$ cat config.mk
export PLATFORM = sky130hd
export DESIGN_NAME = serial_char_rx
export DESIGN_NICKNAME = d
export VERILOG_FILES = /design/src/rtl/rxc_pkg.sv /design/src/rtl/rxc_sync.sv /design/src/rtl/rxc_frame.sv /design/src/rtl/rxc_status.sv /design/src/rtl/serial_char_rx.sv
export SDC_FILE = /design/constraint.sdc
export NUM_CORES = 1
export LEC_CHECK = 0
export CAP_MARGIN = 40
export CELL_PAD_IN_SITES_DETAIL_PLACEMENT = 0
export CELL_PAD_IN_SITES_GLOBAL_PLACEMENT = 1
export CORE_ASPECT_RATIO = 0.8
export CORE_MARGIN = 3
export CORE_UTILIZATION = 47
export DETAILED_ROUTE_END_ITERATION = 6
export GPL_ROUTABILITY_DRIVEN = 0
export GPL_TIMING_DRIVEN = 0
export PLACE_DENSITY_LB_ADDON = 0.25
export RECOVER_POWER = 100
export SYNTH_ARGS = -nofsm -noshare
export SYNTH_HDL_FRONTEND = slang
export SYNTH_SLANG_ARGS = --single-unit
$ cat constraint.sdc
create_clock -name clk -period 5.1 [get_ports clk]
set_input_delay 0.51 -clock clk [delete_from_list [all_inputs] [get_ports clk]]
set_output_delay 0.51 -clock clk [all_outputs]
set_load 0.05 [all_outputs]
$ cat src/rtl/rxc_pkg.sv
package rxc_pkg;

  typedef enum logic [2:0] {
    ST_IDLE,
    ST_START,
    ST_DATA,
    ST_PAR,
    ST_STOP,
    ST_BRK,
    ST_WAITHI
  } rx_state_e;

  localparam logic [1:0] PAR_ODD  = 2'b01;
  localparam logic [1:0] PAR_EVEN = 2'b10;

  // Raw result of one frame, handed from the sampler to the flag stage
  typedef struct packed {
    logic [7:0] data;
    logic       pbit;
    logic       stop_low;
    logic       brk;
  } rx_raw_t;

  function automatic logic [3:0] data_len(input logic [1:0] code);
    return 4'd5 + {2'b00, code};
  endfunction

  function automatic logic par_on(input logic [1:0] mode);
    return (mode == PAR_ODD) || (mode == PAR_EVEN);
  endfunction

endpackage

$ cat src/rtl/rxc_sync.sv
module rxc_sync #(
  parameter int STAGES = 2
) (
  input  logic clk,
  input  logic rst,
  input  logic d,
  output logic q
);
  logic [STAGES-1:0] chain;

  always_ff @(posedge clk) begin
    if (rst) chain <= '1;
    else     chain <= {chain[STAGES-2:0], d};
  end

  assign q = chain[STAGES-1];
endmodule

$ cat src/rtl/rxc_frame.sv
module rxc_frame
  import rxc_pkg::*;
#(
  parameter int OVS = 16,
  localparam int HALF = OVS / 2,
  localparam int CW = $clog2(2 * OVS)
) (
  input  logic       clk,
  input  logic       rst,
  input  logic       tick,
  input  logic       rxs,
  input  logic [1:0] cfg_len,
  input  logic [1:0] cfg_par,
  input  logic [1:0] cfg_stop,
  output logic       emit,
  output rx_raw_t    raw
);
  rx_state_e      state;
  logic [CW-1:0]  cnt;
  logic [2:0]     bidx;
  logic [7:0]     sh;
  logic           allz;
  logic           pbit;
  logic [CW-1:0]  brk_lim;
  logic           bit_mid;

  // Ticks from the middle of the first stop bit to the end of the frame
  always_comb begin
    case (cfg_stop)
      2'd0:    brk_lim = CW'(HALF);
      2'd1:    brk_lim = CW'(OVS);
      default: brk_lim = CW'(OVS + HALF);
    endcase
  end

  assign bit_mid = (cnt == CW'(OVS - 1));

  always_ff @(posedge clk) begin
    if (rst) begin
      state <= ST_IDLE;
      cnt   <= '0;
      bidx  <= '0;
      sh    <= '0;
      allz  <= 1'b0;
      pbit  <= 1'b0;
      emit  <= 1'b0;
      raw   <= '0;
    end else begin
      emit <= 1'b0;
      if (tick) begin
        case (state)
          ST_IDLE: begin
            if (!rxs) begin
              state <= ST_START;
              cnt   <= CW'(1);
            end
          end
          ST_START: begin
            if (cnt == CW'(HALF - 1)) begin
              if (rxs) begin
                state <= ST_IDLE;
              end else begin
                state <= ST_DATA;
                cnt   <= '0;
                bidx  <= '0;
                sh    <= '0;
                allz  <= 1'b1;
                pbit  <= 1'b0;
              end
            end else begin
              cnt <= cnt + CW'(1);
            end
          end
          ST_DATA: begin
            if (bit_mid) begin
              cnt      <= '0;
              sh[bidx] <= rxs;
              if (rxs) allz <= 1'b0;
              if ({1'b0, bidx} == data_len(cfg_len) - 4'd1)
                state <= par_on(cfg_par) ? ST_PAR : ST_STOP;
              else
                bidx <= bidx + 3'd1;
            end else begin
              cnt <= cnt + CW'(1);
            end
          end
          ST_PAR: begin
            if (bit_mid) begin
              cnt   <= '0;
              pbit  <= rxs;
              if (rxs) allz <= 1'b0;
              state <= ST_STOP;
            end else begin
              cnt <= cnt + CW'(1);
            end
          end
          ST_STOP: begin
            if (bit_mid) begin
              cnt <= '0;
              if (rxs) begin
                emit  <= 1'b1;
                raw   <= '{data: sh, pbit: pbit, stop_low: 1'b0, brk: 1'b0};
                state <= ST_IDLE;
              end else if (allz) begin
                state <= ST_BRK;
              end else begin
                emit  <= 1'b1;
                raw   <= '{data: sh, pbit: pbit, stop_low: 1'b1, brk: 1'b0};
                state <= ST_WAITHI;
              end
            end else begin
              cnt <= cnt + CW'(1);
            end
          end
          ST_BRK: begin
            if (rxs) begin
              emit  <= 1'b1;
              raw   <= '{data: sh, pbit: pbit, stop_low: 1'b1, brk: 1'b0};
              state <= ST_IDLE;
            end else if (cnt == brk_lim - CW'(1)) begin
              emit  <= 1'b1;
              raw   <= '{data: 8'h00, pbit: 1'b0, stop_low: 1'b1, brk: 1'b1};
              state <= ST_WAITHI;
            end else begin
              cnt <= cnt + CW'(1);
            end
          end
          ST_WAITHI: begin
            if (rxs) state <= ST_IDLE;
          end
          default: state <= ST_IDLE;
        endcase
      end
    end
  end

  // while waiting for the line to rise, nothing is emitted
  assert_waithi_quiet_R7: assert property (@(posedge clk) disable iff (rst)
    (state == ST_WAITHI) |=> !emit);

  // a break result is an all-zero character carrying a stop error
  assert_brk_zero_R7: assert property (@(posedge clk) disable iff (rst)
    (emit && raw.brk) |-> (raw.data == 8'h00 && raw.stop_low));

  // five-bit characters never carry upper bits
  assert_upper_zero_R2: assert property (@(posedge clk) disable iff (rst)
    (emit && cfg_len == 2'd0) |-> (raw.data[7:5] == 3'b000));
endmodule

$ cat src/rtl/rxc_status.sv
module rxc_status
  import rxc_pkg::*;
(
  input  logic       clk,
  input  logic       rst,
  input  logic       emit,
  input  rx_raw_t    raw,
  input  logic [1:0] cfg_par,
  output logic       rx_valid,
  output logic [7:0] rx_data,
  output logic       err_parity,
  output logic       err_frame,
  output logic       brk_det
);
  logic want_pbit;
  logic perr_now;

  // Parity bit that would give the selected sense over the data bits
  assign want_pbit = (^raw.data) ^ (cfg_par == PAR_ODD);
  assign perr_now  = par_on(cfg_par) && !raw.brk && (raw.pbit != want_pbit);

  always_ff @(posedge clk) begin
    if (rst) begin
      rx_valid   <= 1'b0;
      rx_data    <= '0;
      err_parity <= 1'b0;
      err_frame  <= 1'b0;
      brk_det    <= 1'b0;
    end else begin
      rx_valid <= emit;
      if (emit) begin
        rx_data    <= raw.data;
        err_parity <= perr_now;
        err_frame  <= raw.stop_low;
        brk_det    <= raw.brk;
      end
    end
  end

  // the strobe never lasts two cycles
  assert_valid_single_R9: assert property (@(posedge clk) disable iff (rst)
    rx_valid |=> !rx_valid);

  // no parity slot means no parity error
  assert_noparity_R3: assert property (@(posedge clk) disable iff (rst)
    (rx_valid && !par_on(cfg_par)) |-> !err_parity);

  // a break always comes with a framing error and zero data
  assert_brk_flags_R7: assert property (@(posedge clk) disable iff (rst)
    (rx_valid && brk_det) |-> (err_frame && !err_parity && rx_data == 8'h00));
endmodule

$ cat src/rtl/serial_char_rx.sv
module serial_char_rx
  import rxc_pkg::*;
#(
  parameter int OVS         = 16,
  parameter int SYNC_STAGES = 2
) (
  input  logic       clk,
  input  logic       rst,
  input  logic       baud_tick,
  input  logic       rx_line,
  input  logic [1:0] cfg_len,
  input  logic [1:0] cfg_par,
  input  logic [1:0] cfg_stop,
  output logic [7:0] rx_data,
  output logic       rx_valid,
  output logic       err_parity,
  output logic       err_frame,
  output logic       brk_det
);
  logic    rxs;
  logic    emit;
  rx_raw_t raw;

  rxc_sync #(.STAGES(SYNC_STAGES)) u_sync (
    .clk (clk),
    .rst (rst),
    .d   (rx_line),
    .q   (rxs)
  );

  rxc_frame #(.OVS(OVS)) u_frame (
    .clk      (clk),
    .rst      (rst),
    .tick     (baud_tick),
    .rxs      (rxs),
    .cfg_len  (cfg_len),
    .cfg_par  (cfg_par),
    .cfg_stop (cfg_stop),
    .emit     (emit),
    .raw      (raw)
  );

  rxc_status u_status (
    .clk        (clk),
    .rst        (rst),
    .emit       (emit),
    .raw        (raw),
    .cfg_par    (cfg_par),
    .rx_valid   (rx_valid),
    .rx_data    (rx_data),
    .err_parity (err_parity),
    .err_frame  (err_frame),
    .brk_det    (brk_det)
  );
endmodule

== Word level (Yosys, flattened, before mapping) ==
Cells that the tools add are included.

* Add/sub/neg operators: 5
* Order comparisons: 2
* Eq/ne operators: 30
* Mux-type cells: 55
* Bitwise logic cells: 2
* Reductions and logical operators: 23

{| class="wikitable"
|+ Operator list
! cell !! number
|-
| 11-bit two-way mux || 5
|-
| 3-bit two-way mux || 15
|-
| 5-bit two-way mux || 6
|-
| 8-bit two-way mux || 3
|-
| 11-bit one-hot mux with 2 select lines || 1
|-
| 3-bit one-hot mux with 7 select lines || 1
|-
| 5-bit one-hot mux with 4 select lines || 1
|-
| 6-bit AND reduction || 3
|-
| 8-bit one-hot mux with 2 select lines || 1
|-
| 5-bit AND reduction || 3
|-
| 2-bit by 1-bit inequality test with 1-bit output (second input constant) || 7
|-
| 1-bit two-way mux || 13
|-
| 2-bit inequality test (second input constant) || 6
|-
| 5-bit one-hot mux with 2 select lines || 1
|-
| 3-bit equality test (second input constant) || 3
|-
| 9-bit AND reduction || 1
|-
| 8-bit bitwise mux || 1
|-
| 2-bit nonzero test || 4
|-
| 8-bit parity || 1
|-
| 3-bit by 2-bit equality test with 1-bit output (second input constant) || 2
|-
| 3-bit inequality test (second input constant) || 2
|-
| 1-bit one-hot mux with 2 select lines || 3
|-
| 3-bit one-hot mux with 2 select lines || 1
|-
| 5-bit by 1-bit adder with 5-bit output (second input constant) || 1
|-
| other kinds (27) || 32
|}

* Register bits: 47
* Output and inout bits: 12
* Word-level logic and storage cells: 134

== Depth between registers and ports, before layout ==
Gate-level depths: netlist (run 1).

* Word-level depth: 7
* Mapped depth: 11
* Gate-level depth less buffers: 10

== Cells and area by module ==
Synthesis (run 1) repeated with hierarchy kept, for this count alone.

* Cell total of the unflattened synthesis: 306
* Area, all modules: 2596.2 µm²

{| class="wikitable"
|+ Modules (own cells, without submodules)
! module !! instances !! cells an instance !! area each (µm²) !! seq. area each (µm²)
|-
| rxc_frame || 1 || 253 || 2023.2 || 660.6
|-
| rxc_status || 1 || 49 || 520.5 || 240.2
|-
| rxc_sync || 1 || 4 || 52.6 || 40.0
|}

== Worst setup path after synthesis (run 1) ==
Ideal clock, no wire load.

* Kind: register -> register
* Start: register u_frame.cnt[0]
* End: register u_frame.cnt[2]
* Library setup time: 0.069 ns
* Data arrival time: 2.328 ns
* Required time: 5.031 ns
* Path slack: 2.703 ns
* Cell stages (with the launch flop): 11
* Path buffers: 1
* Clock period less this slack: 2.397 ns
* Path through: dfxtp_1 ha_1 and2_2 nand2_1 inv_1 ha_1 clkbuf_1 or3_2 a21boi_0 or4b_1 o21ai_1

* Cells in the longest elaborated chain, start to end: 4
* Elaborated cells on any way between the ends: 12
* Classes of those cells: 1 x add/sub; 5 x eq/ne; 5 x mux; 1 x reduce/logical

{| class="wikitable"
|+ Ends and longest elaborated chain
! element !! RTL line !! source
|-
| start, declared || rxc_frame.sv:19 || <nowiki>logic [CW-1:0] cnt;</nowiki>
|-
| start signal, assigned || rxc_frame.sv:71 || <nowiki>cnt <= cnt + CW'(1);</nowiki>
|-
| start signal, assigned || rxc_frame.sv:84 || <nowiki>cnt <= cnt + CW'(1);</nowiki>
|-
| start signal, assigned || rxc_frame.sv:94 || <nowiki>cnt <= cnt + CW'(1);</nowiki>
|-
| 5-bit by 1-bit adder with 5-bit output || - ||
|-
| 5-bit two-way mux || rxc_frame.sv:120 || <nowiki>end else if (cnt == brk_lim - CW'(1)) begin</nowiki>
|-
| 5-bit two-way mux || rxc_frame.sv:116 || <nowiki>if (rxs) begin</nowiki>
|-
| 5-bit one-hot mux with 4 select lines || rxc_frame.sv:51 || <nowiki>case (state)</nowiki>
|}

Parallel ways exist; a longest one is shown, timed or not. The select of a mux whose other input is x is not followed.
A chain may end at the register's enable or synchronous reset.

== Worst setup path in the final report (run 1) ==
Same ends and word-level chain as after synthesis.

==> results of run 1 <==
stage by stage:
step | cell area (um^2) | hold slack [ns]
after floorplan | 2501 | 0.3895
after global placement | 2779 | 0.3935
after detailed placement | 2779 | 0.4060
after CTS | 2897 | 0.4288
after global routing | 2875 | 0.4368
final | 2875 | 0.4244
registers in the layout (all words and copies together) (netlist names), 2 cells and up:
register          count
u_frame.bidx          3
u_frame.cnt           5
u_frame.raw          11
u_frame.sh            8
u_frame.state         3
u_status.rx_data      8
u_sync.chain          2
worst paths after layout:
check / startpoint / endpoint / cells after the start
setup / recovery: u_frame.cnt[0]$_SDFFE_PP0P_ / u_frame.cnt[2]$_SDFFE_PP0P_ / 10
hold / removal: u_sync.chain[0]$_SDFF_PP1_ / u_sync.chain[1]$_SDFF_PP1_ / 1
setup reg to reg: u_frame.cnt[0]$_SDFFE_PP0P_ / u_frame.cnt[2]$_SDFFE_PP0P_ / 10
hold reg to reg: u_sync.chain[0]$_SDFF_PP1_ / u_sync.chain[1]$_SDFF_PP1_ / 1
layer usage:
layer | part of all wire (%) | routed length, um
met1 | 53 | 3203
met2 | 40 | 2435
met5 | 0 | 0
met4 | 0.86 | 52
met3 | 6.1 | 372
logic make-up after synthesis:
family	Yosys count	synth area share, %
AOI/OAI and AO/OA	85	22.91
xor gates and xnor gates	10	4.052
adders and majority gates	5	2.501
buffers and inverters	31	5.902
DFF	47	37.62
muxes	11	4.402
and+or+nand+nor	107	22.61
layout make-up:
cell class	count	area, um^2	area share [%]
tap	62	77.57	2.698
sequential	47	940.9	32.72
clock buffer	6	82.58	2.872
clock inverter	2	35.03	1.218
buffer	22	106.4	3.699
timing repair buffer	20	200.2	6.963
multi-input combinational	218	1399	48.65
inverter	9	33.78	1.175
worst max-delay path: cells and delay by family (launching register included):
family,cells,cell delay (ns)
adders and majority gates,2,0.44
AOI/OAI and AO/OA,2,0.25
DFF,1,0.37
buffers and inverters,2,0.26
and+or+nand+nor,4,1.35
cell usage after synthesis (7+ instances only):
cell      count  area, um^2
nand4_1      12       75.07
mux2i_1      11       110.1
a31oi_1       8       50.05
nor2_1       21       78.83
inv_1         8       30.03
nor3_1        7       35.03
nand3_1      16       80.08
clkbuf_1     13       48.80
nand2_1      21       78.83
o21ai_0      18       90.09
nand2b_1      7       43.79
a21oi_1      20       100.1
xnor2_1       7       61.31
dfxtp_1      47       940.9
power by group through the flow:
stage,logic (W),clock network (W),registers (W)
after floorplan,0.000257,0,0.000410
after global placement,0.000331,0,0.000418
after detailed placement,0.000333,0,0.000418
after CTS,0.000333,0.000291,0.000410
after global routing,0.000367,0.000305,0.000414
final,0.000338,0.000283,0.000411
==> run summary, run 1 <==
status: complete, no violations
die width: 87.56 um
drt via density: 5.979
CP Capture Type: flop
Synth Net Count: 311
predominant post-synthesis flop cell: dfxtp_1
CTS root buf: clkbuf_8
commonest cells after routing, fill and taps aside: dfxtp_1, nand2_1, nor2_1
GR peak layer: met1
Setup crit start kind: flop
worst skew pair latency: 0.30 ns
die area: 6238 um^2
fin util: 56.77%
critical path's most frequent cell: ha_1
num rows: 23
warnings from Yosys: 0
highest clock rate: 0.3651 GHz
post-DP HPWL: 4501 um
wire per inst: 15.71 um
Ant. Diodes: 0
internal power: 0.0006718 W
sequential fraction of the synthesis area: 37.62%
Critical Path Slowest Stage Cell: or4b_1
area delta synth->final: 14.96%
first-pass GRT wire length: 10,360 um
I/O pin cnt: 22
Async SR Flop Fraction: 0%
r2r setup slk: 2.36 ns
vias in the first global route: 2,103
combinational share of power: 32.7%
met3 Use GR: 5.172%
worst-path fanout max: 10
# clock sinks: 47
Design Power: 0.001032 W
CP arrival: 2.97 ns
GRT Util Overall: 20.67%
P_sw: 0.0003601 W
Post-Route WL: 6063 um
initial DRC count: 184
Reg power frac: 39.8%
initial antenna violation count: 0
# Post-CTS Setup Buffers: 0
CTS tree: built
post_cts resized: 0
VDD IR max: 0.2317 mV
Power Density: 358.9 nW/um^2
H-tree depth: 2
Leakage: 0.9924 nW
fillers: 465
post-synthesis average cell area: 8.450 um^2
core area: 5065 um^2
WP data required: 5.33 ns
count of input and output buffers: 20
slew at the pin with the worst max-slew slack: 0.7832 ns
clk slew on worst S/H paths: 0.09 ns
met2 usage: 28.34%
post-synthesis cell area: 2501 um^2
final instance count without filler cells: 386
pin count of the biggest net entering global routing: 15
sw frac: 34.90%
Chip Height: 71.25 um
Seq cells post-synth: 47
Period minus WS final: 2.739 ns
post-route ant nets: 0
Final Max Tran Viols: 0
Setup violations, final: 0
DR DRC count: 0
Hold Crit Class: reg2reg
Clock power frac: 27.4%
RSZ-0062 raised after global routing: false
PnR worst setup slack: 2.361 ns
worst slack at placement: 2.420 ns
worst path cell trace: ha_1 > and2_0 > nand2_1 > inv_1 > ha_1 > clkbuf_1 > or3_2 > a21boi_0 > or4b_1 > o21ai_0
Fin Setup TNS: 0 ns
Placed Cells: 378
CTS Buffer Depth: 2
DRT Pass-1 Iters: 6
Final Hold Vio Count: 0
period utilization: 53.70%
clock skew after layout: 0.006632 ns
Initial Utilization: 49.38%
commonest non-fill, non-tap cell in the layout: dfxtp_1
M1 GR Usage: 32.09%
EDFF count, synth: 0
count of different cell masters after synthesis: 59
grt ovf: 0
share of cells above drive strength 1: 7.099%
number of buffers created by CTS: 5
Slowest Stage Delay on Critical Path: 0.53 ns
Mapped Cells: 296
nets: 338
via count: 2,308
Crit Path Category: reg2reg
Rel. slew slack: 47.79%
MaxCap Viol Count: 0
CTS Hold Buffers Added: 0
Note: power is estimated with default switching activity, not from simulation.
==> run 2, diff against run 1 <==
--- a/config.mk
+++ b/config.mk
@@ -10,7 +10,7 @@
 export CELL_PAD_IN_SITES_GLOBAL_PLACEMENT = 1
 export CORE_ASPECT_RATIO = 0.8
 export CORE_MARGIN = 3
-export CORE_UTILIZATION = 47
+export CORE_UTILIZATION = 43
 export DETAILED_ROUTE_END_ITERATION = 6
 export GPL_ROUTABILITY_DRIVEN = 0
 export GPL_TIMING_DRIVEN = 0
==> constraint.sdc (replaced) <==
create_clock -name clk -period 2.55 [get_ports clk]
set_input_delay 0.255 -clock clk [delete_from_list [all_inputs] [get_ports clk]]
set_output_delay 0.255 -clock clk [all_outputs]
set_load 0.05 [all_outputs]
==> run 2 against run 1 <==
  * Cell area rose by 0.83%
  * Routed wire length rose by 1.9%
  * Clock power increased by 72%
  * Worst hold slack improved by 0.00056 ns
  * Critical path type unchanged
==> run summary, run 2 (synthesis gave the netlist of run 1 again) <==
status: complete, no violations
Placed Cells: 394 (+4.2%)
placed cell area: 2799 um^2 (+0.72%)
VDD IR max: 0.2491 mV (+7.5%)
fin area: 2899 um^2 (+0.83%)
# clock sinks: 47 (unchanged)
R2R depth: 9 (-1)
pin count of the biggest net entering global routing: 16 (+1)
r2r startpoint: u_frame.cnt[0]$_SDFFE_PP0P_
Worst Hold Launch: u_sync.chain[0]$_SDFF_PP1_
nets: 337 (-0.30%)
Chip Height: 74.22 um (+4.2%)
Critical path origin: u_frame.cnt[0]$_SDFFE_PP0P_
worst-path fanout max: 11 (+1)
vias in the first global route: 2,018 (-4.0%)
num rows: 24 (+4.3%)
slew at the pin with the worst max-slew slack: 0.6307 ns (-0.1525 ns)
worst path cell trace: ha_1 > and2_2 > nand2_1 > inv_1 > ha_4 > or3_2 > a21boi_0 > or4b_1 > o21ai_1
count of input and output buffers: 20 (unchanged)
Hold Crit Class: reg2reg
worst slack at placement: -0.09730 ns (-2.517 ns)
biggest registers after layout: u_frame.raw x11, u_frame.sh x8, u_status.rx_data x8
via count: 2,301 (-0.30%)
post-DP HPWL: 4527 um (+0.57%)
Power Density: 684.8 nW/um^2 (+91%)
DRT Pass-1 Iters: 4 (-2)
grt ovf: 0 (unchanged)
H-tree depth: 2 (unchanged)
area delta synth->final: 15.91%
DR DRC count: 0 (unchanged)
post-route ant nets: 0 (unchanged)
Final Hold Vio Count: 0 (unchanged)
CTS Buffer Depth: 2 (unchanged)
GRT Util Overall: 18.70% (-2.0 points)
r2r endpoint: u_frame.cnt[2]$_SDFFE_PP0P_
MaxCap Viol Count: 0 (unchanged)
fin util: 52.47% (-4.3 points)
Hold Crit Depth: 1 (unchanged)
r2r setup slk: 0.12 ns (-2.25 ns)
Initial Utilization: 45.27% (-4.1 points)
number of buffers and inverters on the critical path: 1 (-1)
initial DRC count: 163 (-11%)
drt via density: 5.738 (-4.0%)
share of cells above drive strength 1: 8.359% (+1.3 points)
CP arrival: 2.67 ns (-0.30 ns)
Min-Delay Endpoint: u_sync.chain[1]$_SDFF_PP1_
Setup violations, final: 0 (unchanged)
CTS root buf: clkbuf_8
cell family with the largest share of critical-path delay: simple AND/OR/NAND/NOR gates
Critical Path Slowest Stage Cell: or4b_1
Rel. slew slack: 57.95% (+10 points)
initial antenna violation count: 0 (unchanged)
PnR worst setup slack: 0.1153 ns (-2.246 ns)
highest clock rate: 0.4107 GHz (+12%)
die area: 6774 um^2 (+8.6%)
period utilization: 95.48% (+42 points)
clk slew on worst S/H paths: 0.10 ns (about the same)
CTS tree: built
commonest non-fill, non-tap cell in the layout: dfxtp_1
Reg with most FFs: u_frame.raw
Setup crit start kind: flop
Final Max Tran Viols: 0 (unchanged)
number of buffers created by CTS: 5 (unchanged)
RSZ-0062 raised after global routing: false
Crit Path Category: reg2reg
Slowest Stage Delay on Critical Path: 0.52 ns (about the same)
wire per inst: 15.41 um (-1.9%)
I/O pin cnt: 22 (unchanged)
die width: 91.27 um (+4.2%)
WP data required: 2.79 ns (-2.54 ns)
final instance count without filler cells: 401 (+3.9%)
Leakage: 0.9822 nW (-1.0%)
first-pass GRT wire length: 10,140 um (-2.1%)
CP Capture Type: flop
core area: 5525 um^2 (+9.1%)
Post-Route WL: 6179 um (+1.9%)
worst skew pair latency: 0.29 ns (about the same)
commonest cells after routing, fill and taps aside: dfxtp_1, nand2_1, nor2_1
Period minus WS final: 2.435 ns (-0.3040 ns)
clock skew after layout: 0.009163 ns (+0.002532 ns)
number of flip-flops in the largest register: 11 (unchanged)
Ant. Diodes: 0 (unchanged)
## run 2: how the worst max path moves through the flow
stage	cells past startpoint	slack, ns	endpoint
5_1_grt	9	0.003	u_frame.cnt[2]$_SDFFE_PP0P_
6_report	9	0.12	u_frame.cnt[2]$_SDFFE_PP0P_
2_1_floorplan	10	0.15	u_frame.cnt[2]$_SDFFE_PP0P_
3_5_place_dp	10	-0.1	u_frame.cnt[2]$_SDFFE_PP0P_
3_3_place_gp	10	-0.04	u_frame.cnt[2]$_SDFFE_PP0P_
4_1_cts	9	0.009	u_frame.cnt[2]$_SDFFE_PP0P_
## run 2: cell type report
cell class,count,area (um^2)
flip-flops and latches,47,940.9
fillers,551,2626
multi-input cells,218,1425
well taps,78,97.59
clock inverters,2,16.27
repair buffers,20,200.2
plain buffers,21,102.6
clock buffers,6,82.58
inverters,9,33.78
## run 2: power by group
part / switching (W) / leakage, nW / internal (W)
registers: 0.0000500 / 0.380 / 0.000770
logic: 0.000417 / 0.555 / 0.000261
clock network: 0.000265 / 0.0474 / 0.000222
## run 2: repair_timing
| action | CTS | global route |
|---|---|---|
| cloned | 0 | 0 |
| gates resized for setup | 0 | 2 |
| hold endpoints to repair | 0 | 0 |
| endpoints found under the setup margin | 3 | 17 |
| setup buffers | 0 | 0 |
| hold buffers | 0 | 0 |
## run 2: stage by stage
stage	hold WS, ns	TNS (ns)	power, W
2_1_floorplan	0.3588	0	0.001334
3_3_place_gp	0.4012	-0.04282	0.001499
3_5_place_dp	0.4020	-0.1239	0.001493
4_1_cts	0.2093	0	0.001978
5_1_grt	0.4414	0	0.002104
6_report	0.4250	0	0.001985
## run 2: layer usage
layer / vias up / part of all wire (%) / track usage [%]
li1: 1147 / - / -
met5: - / 0 / 0
met4: 0 / 0.40 / 3.177
met1: 1076 / 52 / 28.80
met2: 76 / 41 / 27.32
met3: 2 / 5.9 / 3.640
